## config.mk

```make
export PLATFORM = sky130hd
export DESIGN_NAME = xfe_engine
export DESIGN_NICKNAME = d
export VERILOG_FILES = /design/src/rtl/xfe_pkg.sv /design/src/rtl/xfe_ctl_decode.sv /design/src/rtl/xfe_accum.sv /design/src/rtl/xfe_seq.sv /design/src/rtl/xfe_engine.sv
export SDC_FILE = /design/constraint.sdc
export NUM_CORES = 1
export LEC_CHECK = 0
export ABC_CLOCK_PERIOD_IN_PS = 5200
export BUFFER_PORTS_ARGS = -buffer_cell sky130_fd_sc_hd__buf_2
export CAP_MARGIN = 20
export CORE_MARGIN = 2
export CORE_UTILIZATION = 50
export CTS_BUF_LIST = sky130_fd_sc_hd__clkbuf_8 sky130_fd_sc_hd__clkbuf_16
export DETAILED_ROUTE_END_ITERATION = 10
export HOLD_SLACK_MARGIN = 0.05
export PLACE_DENSITY = 0.83
export SLEW_MARGIN = 0
export SYNTH_ARGS = -nofsm -noshare
export SYNTH_HDL_FRONTEND = slang
export SYNTH_SLANG_ARGS = --single-unit
```

## constraint.sdc

```tcl
create_clock -name clk -period 5.2 [get_ports clk]
set_clock_uncertainty 0.1 [all_clocks]
set_input_delay 0.26 -clock clk [delete_from_list [all_inputs] [get_ports clk]]
set_output_delay 0.26 -clock clk [all_outputs]
set_load 0.05 [all_outputs]
```

## src/rtl/xfe_pkg.sv

```systemverilog
package xfe_pkg;
   localparam int NSRC = 8;
   localparam int CW   = 32;

   localparam int IRQ_BIT  = 0;
   localparam int BLK_LO   = 25;
   localparam int DONE_BIT = 28;
   localparam int ZERR_BIT = 29;
   localparam int ZCHK_BIT = 30;
   localparam int WEN_BIT  = 31;

   localparam logic [2:0] CMD_XOR  = 3'b001;
   localparam logic [2:0] CMD_FILL = 3'b010;
   localparam logic [2:0] CMD_LOAD = 3'b111;

   typedef enum logic [1:0] {ACT_SKIP, ACT_XOR, ACT_LOAD, ACT_FILL} src_act_t;
   typedef enum logic [1:0] {ACC_HOLD, ACC_CLEAR, ACC_LOAD, ACC_XOR} acc_op_t;

   typedef struct packed {
      src_act_t [NSRC-1:0] act;
      logic [NSRC-1:0]     active;
      logic                irq_en;
      logic                zchk;
      logic                wen;
   } dec_t;
endpackage

```

## src/rtl/xfe_ctl_decode.sv

```systemverilog
module xfe_ctl_decode
   import xfe_pkg::*;
(
   input  logic [CW-1:0] ctl,
   output dec_t          dec
);
   localparam int SMALL_SRC = 4;

   src_act_t act_w [NSRC];
   logic     wide;
   logic     unused_bits;

   assign wide        = ctl[BLK_LO +: 2] != 2'b00;
   assign unused_bits = ^ctl[ZERR_BIT:BLK_LO+2];

   for (genvar k = 0; k < NSRC; k++) begin : g_src
      logic [2:0] cmd;
      src_act_t   raw;
      assign cmd = ctl[3*k+1 +: 3];
      if (k == 0) begin : g_lead
         always_comb begin
            case (cmd)
               CMD_XOR:  raw = ACT_XOR;
               CMD_LOAD: raw = ACT_LOAD;
               CMD_FILL: raw = ACT_FILL;
               default:  raw = ACT_SKIP;
            endcase
         end
      end else begin : g_follow
         assign raw = (cmd == CMD_XOR) ? ACT_XOR : ACT_SKIP;
      end
      if (k < SMALL_SRC) begin : g_base
         assign act_w[k] = raw;
      end else begin : g_wide
         assign act_w[k] = wide ? raw : ACT_SKIP;
      end
   end

   always_comb begin
      dec.irq_en = ctl[IRQ_BIT];
      dec.zchk   = ctl[ZCHK_BIT];
      dec.wen    = ctl[WEN_BIT];
      for (int k = 0; k < NSRC; k++) begin
         dec.act[k]    = act_w[k];
         dec.active[k] = act_w[k] != ACT_SKIP;
      end
   end
endmodule

```

## src/rtl/xfe_accum.sv

```systemverilog
module xfe_accum
   import xfe_pkg::*;
#(
   parameter int DW = 32
) (
   input  logic          clk,
   input  logic          rst_n,
   input  acc_op_t       op,
   input  logic [DW-1:0] din,
   output logic [DW-1:0] acc
);
   always_ff @(posedge clk or negedge rst_n) begin
      if (!rst_n) begin
         acc <= '0;
      end else begin
         case (op)
            ACC_CLEAR: acc <= '0;
            ACC_LOAD:  acc <= din;
            ACC_XOR:   acc <= acc ^ din;
            default:   acc <= acc;
         endcase
      end
   end
endmodule

```

## src/rtl/xfe_seq.sv

```systemverilog
module xfe_seq
   import xfe_pkg::*;
#(
   parameter int DW          = 32,
   parameter int AW          = 32,
   parameter int LEN_W       = 23,
   parameter int CHECK_WORDS = 256,
   parameter int XOR_WORDS   = 4194304
) (
   input  logic               clk,
   input  logic               rst_n,
   input  logic               start,
   input  logic [CW-1:0]      ctl_in,
   input  logic [NSRC*AW-1:0] src_in,
   input  logic [AW-1:0]      dst_in,
   input  logic [LEN_W-1:0]   cnt_in,
   input  dec_t               dec,
   input  logic [DW-1:0]      acc,
   input  logic [DW-1:0]      rd_data,
   output logic [CW-1:0]      ctl_q,
   output logic               rd_en,
   output logic [AW-1:0]      rd_addr,
   output logic               wr_en,
   output logic [AW-1:0]      wr_addr,
   output logic [DW-1:0]      wr_data,
   output acc_op_t            acc_op,
   output logic [DW-1:0]      acc_din,
   output logic               busy,
   output logic               done,
   output logic               irq,
   output logic [CW-1:0]      ctl_out
);
   localparam int KW = $clog2(NSRC);

   typedef enum logic [2:0] {S_IDLE, S_LAUNCH, S_STEP, S_WAIT, S_RESULT, S_FIN} st_t;

   st_t              st, st_n;
   logic [CW-1:0]    ctl_r, ctl_out_r;
   logic [AW-1:0]    src_r [NSRC];
   logic [AW-1:0]    dst_r;
   logic [LEN_W-1:0] words_r, w_r, w_n, words_cap;
   logic [KW-1:0]    k_r, k_n;
   logic             zerr_r, zerr_n, done_r, irq_r;
   logic [DW-1:0]    fill_r, fill_w;
   logic [NSRC-1:0]  hi_mask;
   logic [KW:0]      first_all, next_up;
   logic             adv;

   if (AW >= DW) begin : g_fill_trunc
      assign fill_w = src_in[DW-1:0];
   end else begin : g_fill_ext
      assign fill_w = {{(DW-AW){1'b0}}, src_in[AW-1:0]};
   end

   function automatic logic [KW:0] first_of(input logic [NSRC-1:0] m);
      logic [KW:0] r;
      r = '0;
      for (int i = NSRC-1; i >= 0; i--)
         if (m[i]) r = {1'b1, KW'(i)};
      return r;
   endfunction

   always_comb begin
      if (ctl_in[ZCHK_BIT] && cnt_in > LEN_W'(CHECK_WORDS))
         words_cap = LEN_W'(CHECK_WORDS);
      else if (cnt_in > LEN_W'(XOR_WORDS))
         words_cap = LEN_W'(XOR_WORDS);
      else
         words_cap = cnt_in;
   end

   always_comb begin
      for (int i = 0; i < NSRC; i++) hi_mask[i] = i > int'(k_r);
      first_all = first_of(dec.active);
      next_up   = first_of(dec.active & hi_mask);
   end

   always_comb begin
      st_n    = st;
      k_n     = k_r;
      w_n     = w_r;
      zerr_n  = zerr_r;
      rd_en   = 1'b0;
      wr_en   = 1'b0;
      acc_op  = ACC_HOLD;
      acc_din = rd_data;
      adv     = 1'b0;
      case (st)
         S_LAUNCH: begin
            acc_op = ACC_CLEAR;
            w_n    = '0;
            if (words_r == '0) begin
               st_n = S_FIN;
            end else if (!first_all[KW]) begin
               st_n = S_RESULT;
            end else begin
               k_n  = first_all[KW-1:0];
               st_n = S_STEP;
            end
         end
         S_STEP: begin
            if (dec.act[k_r] == ACT_FILL) begin
               acc_op  = ACC_LOAD;
               acc_din = fill_r;
               adv     = 1'b1;
            end else begin
               rd_en = 1'b1;
               st_n  = S_WAIT;
            end
         end
         S_WAIT: begin
            acc_op = (dec.act[k_r] == ACT_LOAD) ? ACC_LOAD : ACC_XOR;
            adv    = 1'b1;
         end
         S_RESULT: begin
            wr_en  = dec.wen;
            acc_op = ACC_CLEAR;
            w_n    = w_r + 1'b1;
            if (dec.zchk && acc != '0) zerr_n = 1'b1;
            if (w_n == words_r) begin
               st_n = S_FIN;
            end else if (first_all[KW]) begin
               k_n  = first_all[KW-1:0];
               st_n = S_STEP;
            end else begin
               st_n = S_RESULT;
            end
         end
         S_FIN:   st_n = S_IDLE;
         default: st_n = S_IDLE;
      endcase
      if (adv) begin
         if (next_up[KW]) begin
            k_n  = next_up[KW-1:0];
            st_n = S_STEP;
         end else begin
            st_n = S_RESULT;
         end
      end
   end

   always_ff @(posedge clk or negedge rst_n) begin
      if (!rst_n) begin
         st        <= S_IDLE;
         ctl_r     <= '0;
         ctl_out_r <= '0;
         dst_r     <= '0;
         words_r   <= '0;
         w_r       <= '0;
         k_r       <= '0;
         zerr_r    <= 1'b0;
         done_r    <= 1'b0;
         irq_r     <= 1'b0;
         fill_r    <= '0;
         for (int i = 0; i < NSRC; i++) src_r[i] <= '0;
      end else begin
         st     <= st_n;
         k_r    <= k_n;
         w_r    <= w_n;
         zerr_r <= zerr_n;
         done_r <= 1'b0;
         irq_r  <= 1'b0;
         if (st == S_IDLE && start) begin
            ctl_r   <= ctl_in;
            dst_r   <= dst_in;
            words_r <= words_cap;
            fill_r  <= fill_w;
            zerr_r  <= 1'b0;
            st      <= S_LAUNCH;
            for (int i = 0; i < NSRC; i++) src_r[i] <= src_in[i*AW +: AW];
         end
         if (st == S_FIN) begin
            done_r    <= 1'b1;
            irq_r     <= dec.irq_en;
            ctl_out_r <= ctl_r;
            ctl_out_r[DONE_BIT] <= 1'b1;
            ctl_out_r[ZERR_BIT] <= zerr_r;
         end
      end
   end

   assign ctl_q   = ctl_r;
   assign rd_addr = src_r[k_r] + AW'(w_r);
   assign wr_addr = dst_r + AW'(w_r);
   assign wr_data = acc;
   assign busy    = st != S_IDLE;
   assign done    = done_r;
   assign irq     = irq_r;
   assign ctl_out = ctl_out_r;

   // a start while a job runs leaves the captured control word alone
   p_busy_start_ignored_r11: assert property (@(posedge clk) disable iff (!rst_n)
      (st != S_IDLE && start) |=> $stable(ctl_r));

   // completion is a single-cycle pulse
   p_done_single_r10: assert property (@(posedge clk) disable iff (!rst_n)
      done |=> !done);

   // a check-mode job never runs past the check limit
   p_check_limit_r9: assert property (@(posedge clk) disable iff (!rst_n)
      (st == S_LAUNCH && ctl_r[ZCHK_BIT]) |-> (words_r <= LEN_W'(CHECK_WORDS)));
endmodule

```

## src/rtl/xfe_engine.sv

```systemverilog
module xfe_engine
   import xfe_pkg::*;
#(
   parameter int DW              = 32,
   parameter int AW              = 32,
   parameter int LEN_W           = 23,
   parameter int CHECK_MAX_BYTES = 1024,
   parameter int XOR_MAX_BYTES   = 16777216
) (
   input  logic               clk,
   input  logic               rst_n,
   input  logic               start,
   input  logic [31:0]        ctl_in,
   input  logic [NSRC*AW-1:0] src_addr,
   input  logic [AW-1:0]      dst_addr,
   input  logic [LEN_W-1:0]   word_cnt,
   output logic               rd_en,
   output logic [AW-1:0]      rd_addr,
   input  logic [DW-1:0]      rd_data,
   output logic               wr_en,
   output logic [AW-1:0]      wr_addr,
   output logic [DW-1:0]      wr_data,
   output logic               busy,
   output logic               done,
   output logic               irq,
   output logic [31:0]        ctl_out
);
   localparam int BPW         = DW / 8;
   localparam int CHECK_WORDS = CHECK_MAX_BYTES / BPW;
   localparam int XOR_WORDS   = XOR_MAX_BYTES / BPW;

   if (DW % 8 != 0 || DW < 8) begin : g_bad_dw
      $error("xfe_engine: DW must be a whole number of bytes");
   end
   if (CHECK_MAX_BYTES % BPW != 0 || XOR_MAX_BYTES % BPW != 0) begin : g_bad_lim
      $error("xfe_engine: byte limits must be whole words");
   end
   if (XOR_WORDS >= 2**LEN_W || CHECK_WORDS > XOR_WORDS) begin : g_bad_len
      $error("xfe_engine: LEN_W too narrow for the length limits");
   end

   dec_t          dec;
   logic [CW-1:0] ctl_q;
   acc_op_t       acc_op;
   logic [DW-1:0] acc_din, acc;

   xfe_seq #(
      .DW(DW), .AW(AW), .LEN_W(LEN_W),
      .CHECK_WORDS(CHECK_WORDS), .XOR_WORDS(XOR_WORDS)
   ) i_seq (
      .clk(clk), .rst_n(rst_n), .start(start), .ctl_in(ctl_in),
      .src_in(src_addr), .dst_in(dst_addr), .cnt_in(word_cnt),
      .dec(dec), .acc(acc), .rd_data(rd_data), .ctl_q(ctl_q),
      .rd_en(rd_en), .rd_addr(rd_addr), .wr_en(wr_en), .wr_addr(wr_addr),
      .wr_data(wr_data), .acc_op(acc_op), .acc_din(acc_din),
      .busy(busy), .done(done), .irq(irq), .ctl_out(ctl_out)
   );

   xfe_ctl_decode i_dec (.ctl(ctl_q), .dec(dec));

   xfe_accum #(.DW(DW)) i_acc (
      .clk(clk), .rst_n(rst_n), .op(acc_op), .din(acc_din), .acc(acc)
   );

   // memory read and write never share a cycle
   p_rw_exclusive_r13: assert property (@(posedge clk) disable iff (!rst_n)
      !(rd_en && wr_en));

   // a write needs the destination-write bit of the running job
   p_write_enabled_r7: assert property (@(posedge clk) disable iff (!rst_n)
      wr_en |-> dec.wen);

   // the interrupt pulse only comes with completion
   p_irq_with_done_r10: assert property (@(posedge clk) disable iff (!rst_n)
      irq |-> done);
endmodule

```

# Word level (Yosys, flattened, before mapping)
# Cells that the tools add are included.
# word_totals
out_inout_bits,133
word_cells,148
register_bits,439
# classes
mux,66
reduce_logical,23
add_sub_neg,3
n_eq_ne,23
order_cmp,11
bitwise,3
# op_table
operator,count
32-bit two-way mux,4
32-bit binary-select mux with 3-bit select,1
32-bit one-hot mux with 3 select lines,1
32-bit by 23-bit adder with 32-bit output,2
4-bit two-way mux,16
23-bit two-way mux,2
23-bit one-hot mux with 2 select lines,1
3-bit two-way mux,12
32-bit nonzero test,1
32-bit XOR,1
3-bit by 1-bit equality test with 1-bit output (second input constant),9
2-bit nonzero test,12
23-bit by 1-bit adder with 23-bit output (second input constant),1
23-bit equality test,1
23-bit > comparator (second input constant),1
23-bit by 9-bit > comparator with 1-bit output (second input constant),1
23-bit zero test,1
1-bit two-way mux,17
3-bit > comparator (first input constant),4
2-bit two-way mux,6
2-bit one-hot mux with 3 select lines,2
3-bit one-hot mux with 4 select lines,1
3-bit by 2-bit equality test with 1-bit output (second input constant),3
3-bit equality test (second input constant),3
18 further kinds,26

# Depth between registers and ports, before layout
# depth
word_depth,17
ltp_mapped,19
depth_no_buf,15

# By module
# A second synthesis with hierarchy kept.
# hier_totals
hier_cells,2681
hier_area_um2,24160.7
# modules_own_cells
mod,area_each_um2,seq_area_each_um2,instances,cells_each
xfe_seq,21922.3,10184.8,1,2473
xfe_accum,2003.2,800.8,1,176
xfe_ctl_decode,235.2,0.0,1,32

# Worst setup path before layout
# No wires, ideal clock.
# synth_timing
path_kind,register -> output
startpoint,register i_seq.k_r[0]
endpoint,output port rd_addr[31]
path_stages_with_launch,19
t_arrival_ns,5.700
setup_slack_ns,-0.860
t_required_ns,4.840
cell_sequence,dfrtp_1 > buf_2 > clkbuf_1 > buf_6 > buf_1 > mux4_2 > mux2i_1 > inv_1 > ha_1 > a211oi_1 > o211ai_1 > a31oi_1 > o21ai_0 > a41oi_1 > a21oi_1 > a2111oi_0 > nor2_1 > nand3b_1 > xor2_1
# synth_via
elab_chain_cells,5
# synth_lines
element,line_no,rtl
"start, declared",xfe_seq.sv:42,"logic [KW-1:0] k_r, k_n;"
"start signal, assigned",xfe_seq.sv:158,k_r <= k_n;
3-bit inverter with 4-bit output (not written as such),xfe_seq.sv:183,assign rd_addr = src_r[k_r] + AW'(w_r);
32-bit binary-select mux with 3-bit select,xfe_seq.sv:183,
32-bit two-way mux (not written as such) (2 in a row),xfe_seq.sv:183,
32-bit by 23-bit adder with 32-bit output,xfe_seq.sv:183,
"end, declared",xfe_engine.sv:18,"output logic [AW-1:0] rd_addr,"
# Every way passes these cells. The select of a mux whose other input is x is not followed.

# Final worst setup path
# Ends and elaborated chain as after synthesis.

==> impl_metrics.py <==
metrics = {
    "die": {
        "ioPinCount": 511,
        "placementRows": 78,
        "dieArea_sq_mm": 0.04738,
        "core_sq_mm": 0.04519,
        "die_h_microns": 217.7,
        "die_x_microns": 217.7,
        "start_util_pct": 50.52,
    },
    "global_routing": {
        "track_usage_pct": 40.24,
        "grt_pass1_wl_microns": 144000,
        "grt_overflow": 0,
        "use_met2_pct": 64.01,
        "busiest_layer": "met2",
        "grt_pass1_vias": 24530,
        "use_met3_pct": 10.78,
        "antenna_found_initial": 17,
        "use_met1_pct": 47.86,
        "grt_max_degree": 179,
    },
    "synth": {
        "syn_avg_cell_area_sq_um": 9.011,
        "synth_area_leader_cell": "dfrtp_1",
        "synth-seq-area-share_pct": 47.91,
        "yosys_warnings": 0,
        "syn_nets": 2960,
        "ys_ff_latch": 437,
        "yosysTopAreaCellShare_pct": 47.91,
        "synth_area_leaders": "dfrtp_1 (48%), nand2_1 (17%), mux4_2 (6.5%)",
        "async_reset_ff_share_pct": 100.0,
        "synthDistinctLibCells": 75,
        "synthFlopType": "dfrtp_1",
        "syn_inst": 2533,
        "synth_edf_count": 0,
        "syn_area_sq_mm": 0.02283,
    },
    "run_status": {
        "status": "completed",
    },
    "power_and_ir_drop": {
        "p_seq_share_pct": 30.6,
        "p_switching_mw": 10.12,
        "p_leak_nw": 16.04,
        "switching_share_pct": 48.98,
        "power_density_mw_per_mm2": 652.1,
        "power_frac_comb_pct": 52.6,
        "clock_power_share_pct": 16.8,
        "p_int_mw": 10.54,
        "p_total_mw": 20.66,
        "ir_worst_vdd_uv": 765.2,
    },
    "layout": {
        "nets": 3802,
        "stdcell_count": 4029,
        "area_delta_synth_final_pct": 38.84,
        "layout_commonest_cell": "nand2_1",
        "drive_gt1_share_pct": 23.44,
        "mostFrequentLayoutCells": "nand2_1 (1040), buf_2 (498), dfrtp_1 (434), dlygate4sd3_1 (378), nor2_1 (115)",
    },
    "place": {
        "dp_cells": 3538,
        "dp_hpwl_microns": 59470,
        "finalWeightedCongestion": 0.9667,
        "io_buffers": 508,
    },
    "detailed_routing": {
        "drt-pass1-iter-count": 6,
        "viasPerCell": 6.064,
        "drc_errors": 0,
        "drt_wl_total_microns": 96880,
        "wl_per_cell_microns": 24.05,
        "drt-initial-drc-count": 3108,
        "vias": 24430,
        "ant_nets": 0,
    },
    "sta": {
        "worst_pin_slew_ps": 1146,
        "report.final.hold_viol_count": 0,
        "period_share_pct": 99.33,
        "period_minus_slack_ps": 5165,
        "max_freq_mhz": 193.6,
        "drv_slew": 0,
        "finalSetupTns_ps": 0,
        "slew-limit-headroom_pct": 23.63,
        "rsz0062_at_grt": "true",
        "finalSetupViolations": 0,
    },
    "cts": {
        "insertion_delay_ps": 600,
        "cts_root_buf": "clkbuf_16",
        "clock_path_buffers": 3,
        "numCtsBuffers": 47,
        "clk_pin_slew_ps": 70,
        "tritoncts": "done",
        "htreeDepth": 2,
        "cts_sinks": 437,
    },
    "worst_setup_path": {
        "cp-end-kind": "primary output",
        "reg2reg_slack_ps": 860,
        "path_class": "flip-flop to primary output",
        "worst-endpoint-required_ps": 4840,
        "critical_path_arrival_ps": 4810,
        "timing.rr.start": "i_seq.w_r[1]",
        "worstPathMaxFanout": 13,
        "r2r_cells": 10,
        "endpoint": "rd_addr[31]",
        "setup.worst_path.start_class": "flip-flop",
        "r2r_end": "i_seq.k_r[0]",
        "crit_start": "i_seq.k_r[0]",
    },
    "worst_hold_path": {
        "hold_class": "input pin to async pin",
    },
    "job": {
        "maxCapViolCount": 0,
    },
}
## registers in the layout (all words and copies together), names as in the netlist
register,count
i_acc.acc,32
i_seq.ctl_out,32
i_seq.ctl_q,30
i_seq.done,1
i_seq.dst_r,32
i_seq.irq,1
i_seq.k_r,3
i_seq.src_r,256
i_seq.st,3
i_seq.w_r,23
i_seq.words_r,23
i_seq.zerr_r,1
## area by class of cell
| cell class | count | area (sq um) |
|---|---|---|
| fill | 3054 | 13500 |
| antenna | 20 | 50.05 |
| tap | 600 | 750.7 |
| inverter | 26 | 97.59 |
| multi-input combinational | 1935 | 11490 |
| clock buffer | 52 | 1245 |
| clock inverter | 31 | 299.0 |
| sequential | 437 | 10940 |
| timing repair buffer | 928 | 6818 |
## cells in the mapped netlist, types with 4 or more instances
cell,number
xnor2_1,59
a21oi_1,87
a21boi_0,4
mux2i_1,17
or2_2,4
o22ai_1,35
a31oi_1,12
and3_1,15
o211ai_1,4
nor2b_1,11
buf_6,4
buf_2,7
o21a_1,9
nand2b_1,15
a22o_1,22
nand2_1,1044
ha_1,47
o21bai_1,8
buf_1,5
and2_1,7
dfrtp_1,437
and4_1,4
nor3_1,21
a211oi_1,35
clkbuf_1,118
o21ai_0,71
or3_1,9
nor2_1,116
mux2_2,51
mux4_2,66
inv_1,26
a21o_1,15
nand3_1,26
nor4_1,22
xor2_1,24
o31ai_1,9
nand4_1,8
## what timing repair did
| item | in CTS | in global routing |
|---|---|---|
| setup buffers | 5 | 4 |
| pin swaps | 2 | 6 |
| gates resized for setup | 18 | 28 |
| hold endpoints to repair | 420 | 0 |
| hold buffers | 378 | 0 |
| endpoints found under the setup margin | 11 | 12 |
## metrics by stage
step	cell area (sq um)	utilization, %	setup slack [ps]	hold slack, ps
finish	31690	70.13	34.68	66.29
global route	31680	70.10	-92.84	110.6
CTS	31490	69.70	-36.36	74.50
detailed placement	26060	57.66	-14.06	100.0
global placement	26060	57.66	36.53	101.3
floorplan	22940	-	0.5280	-135.6
## critical path: stages, from the launching register on
cell and delay (ps):
dfrtp_4 490, buf_4 140, buf_12 170, mux4_2 570
mux2_2 290, ha_1 320, o21ai_0 180, nand2b_1 120
a31oi_4 260, o21ai_2 120, a41oi_2 220, a21oi_4 110
a2111oi_2 320, buf_4 240, nor2_4 60, nand3b_1 250
xor2_4 180, buf_6 180
## per-layer routing
metal  vias up  wire, microns
li1      10260              -
met1     11710          33310
met2      1880          44640
met3       573          10730
met4         6           8166
met5         -             38
## cell families after synthesis
kind of cell | synth area share, %
XOR/XNOR | 3.185
flip-flops | 47.91
AO/OA/AOI/OAI | 9.719
multiplexers | 9.774
adder cells (fa/ha/maj) | 2.752
buffers and inverters | 2.834
AND/OR/NAND/NOR | 23.83
## power by group through the flow
stage	Clock, mW	Combinational, mW	Sequential, mW
5_1_grt	3.61	11.5	6.45
3_5_place_dp	0	9.91	6.20
4_1_cts	3.45	10.3	6.14
2_1_floorplan	0	6.61	6.47
6_report	3.47	10.9	6.32
3_3_place_gp	0	9.71	6.10
## how the worst min path moves through the flow
stage	start	endpoint	slack [ps]	cells past startpoint
2_1_floorplan	rst_n	i_acc.acc[0]	-140	0
3_3_place_gp	rst_n	i_seq.words_r[9]	100	1
3_5_place_dp	rst_n	i_seq.words_r[9]	100	1
4_1_cts	rst_n	i_seq.w_r[19]	70	2
5_1_grt	rst_n	i_seq.w_r[11]	110	2
6_report	rst_n	i_seq.w_r[19]	70	2
Note: power is estimated with default switching activity, not from simulation.
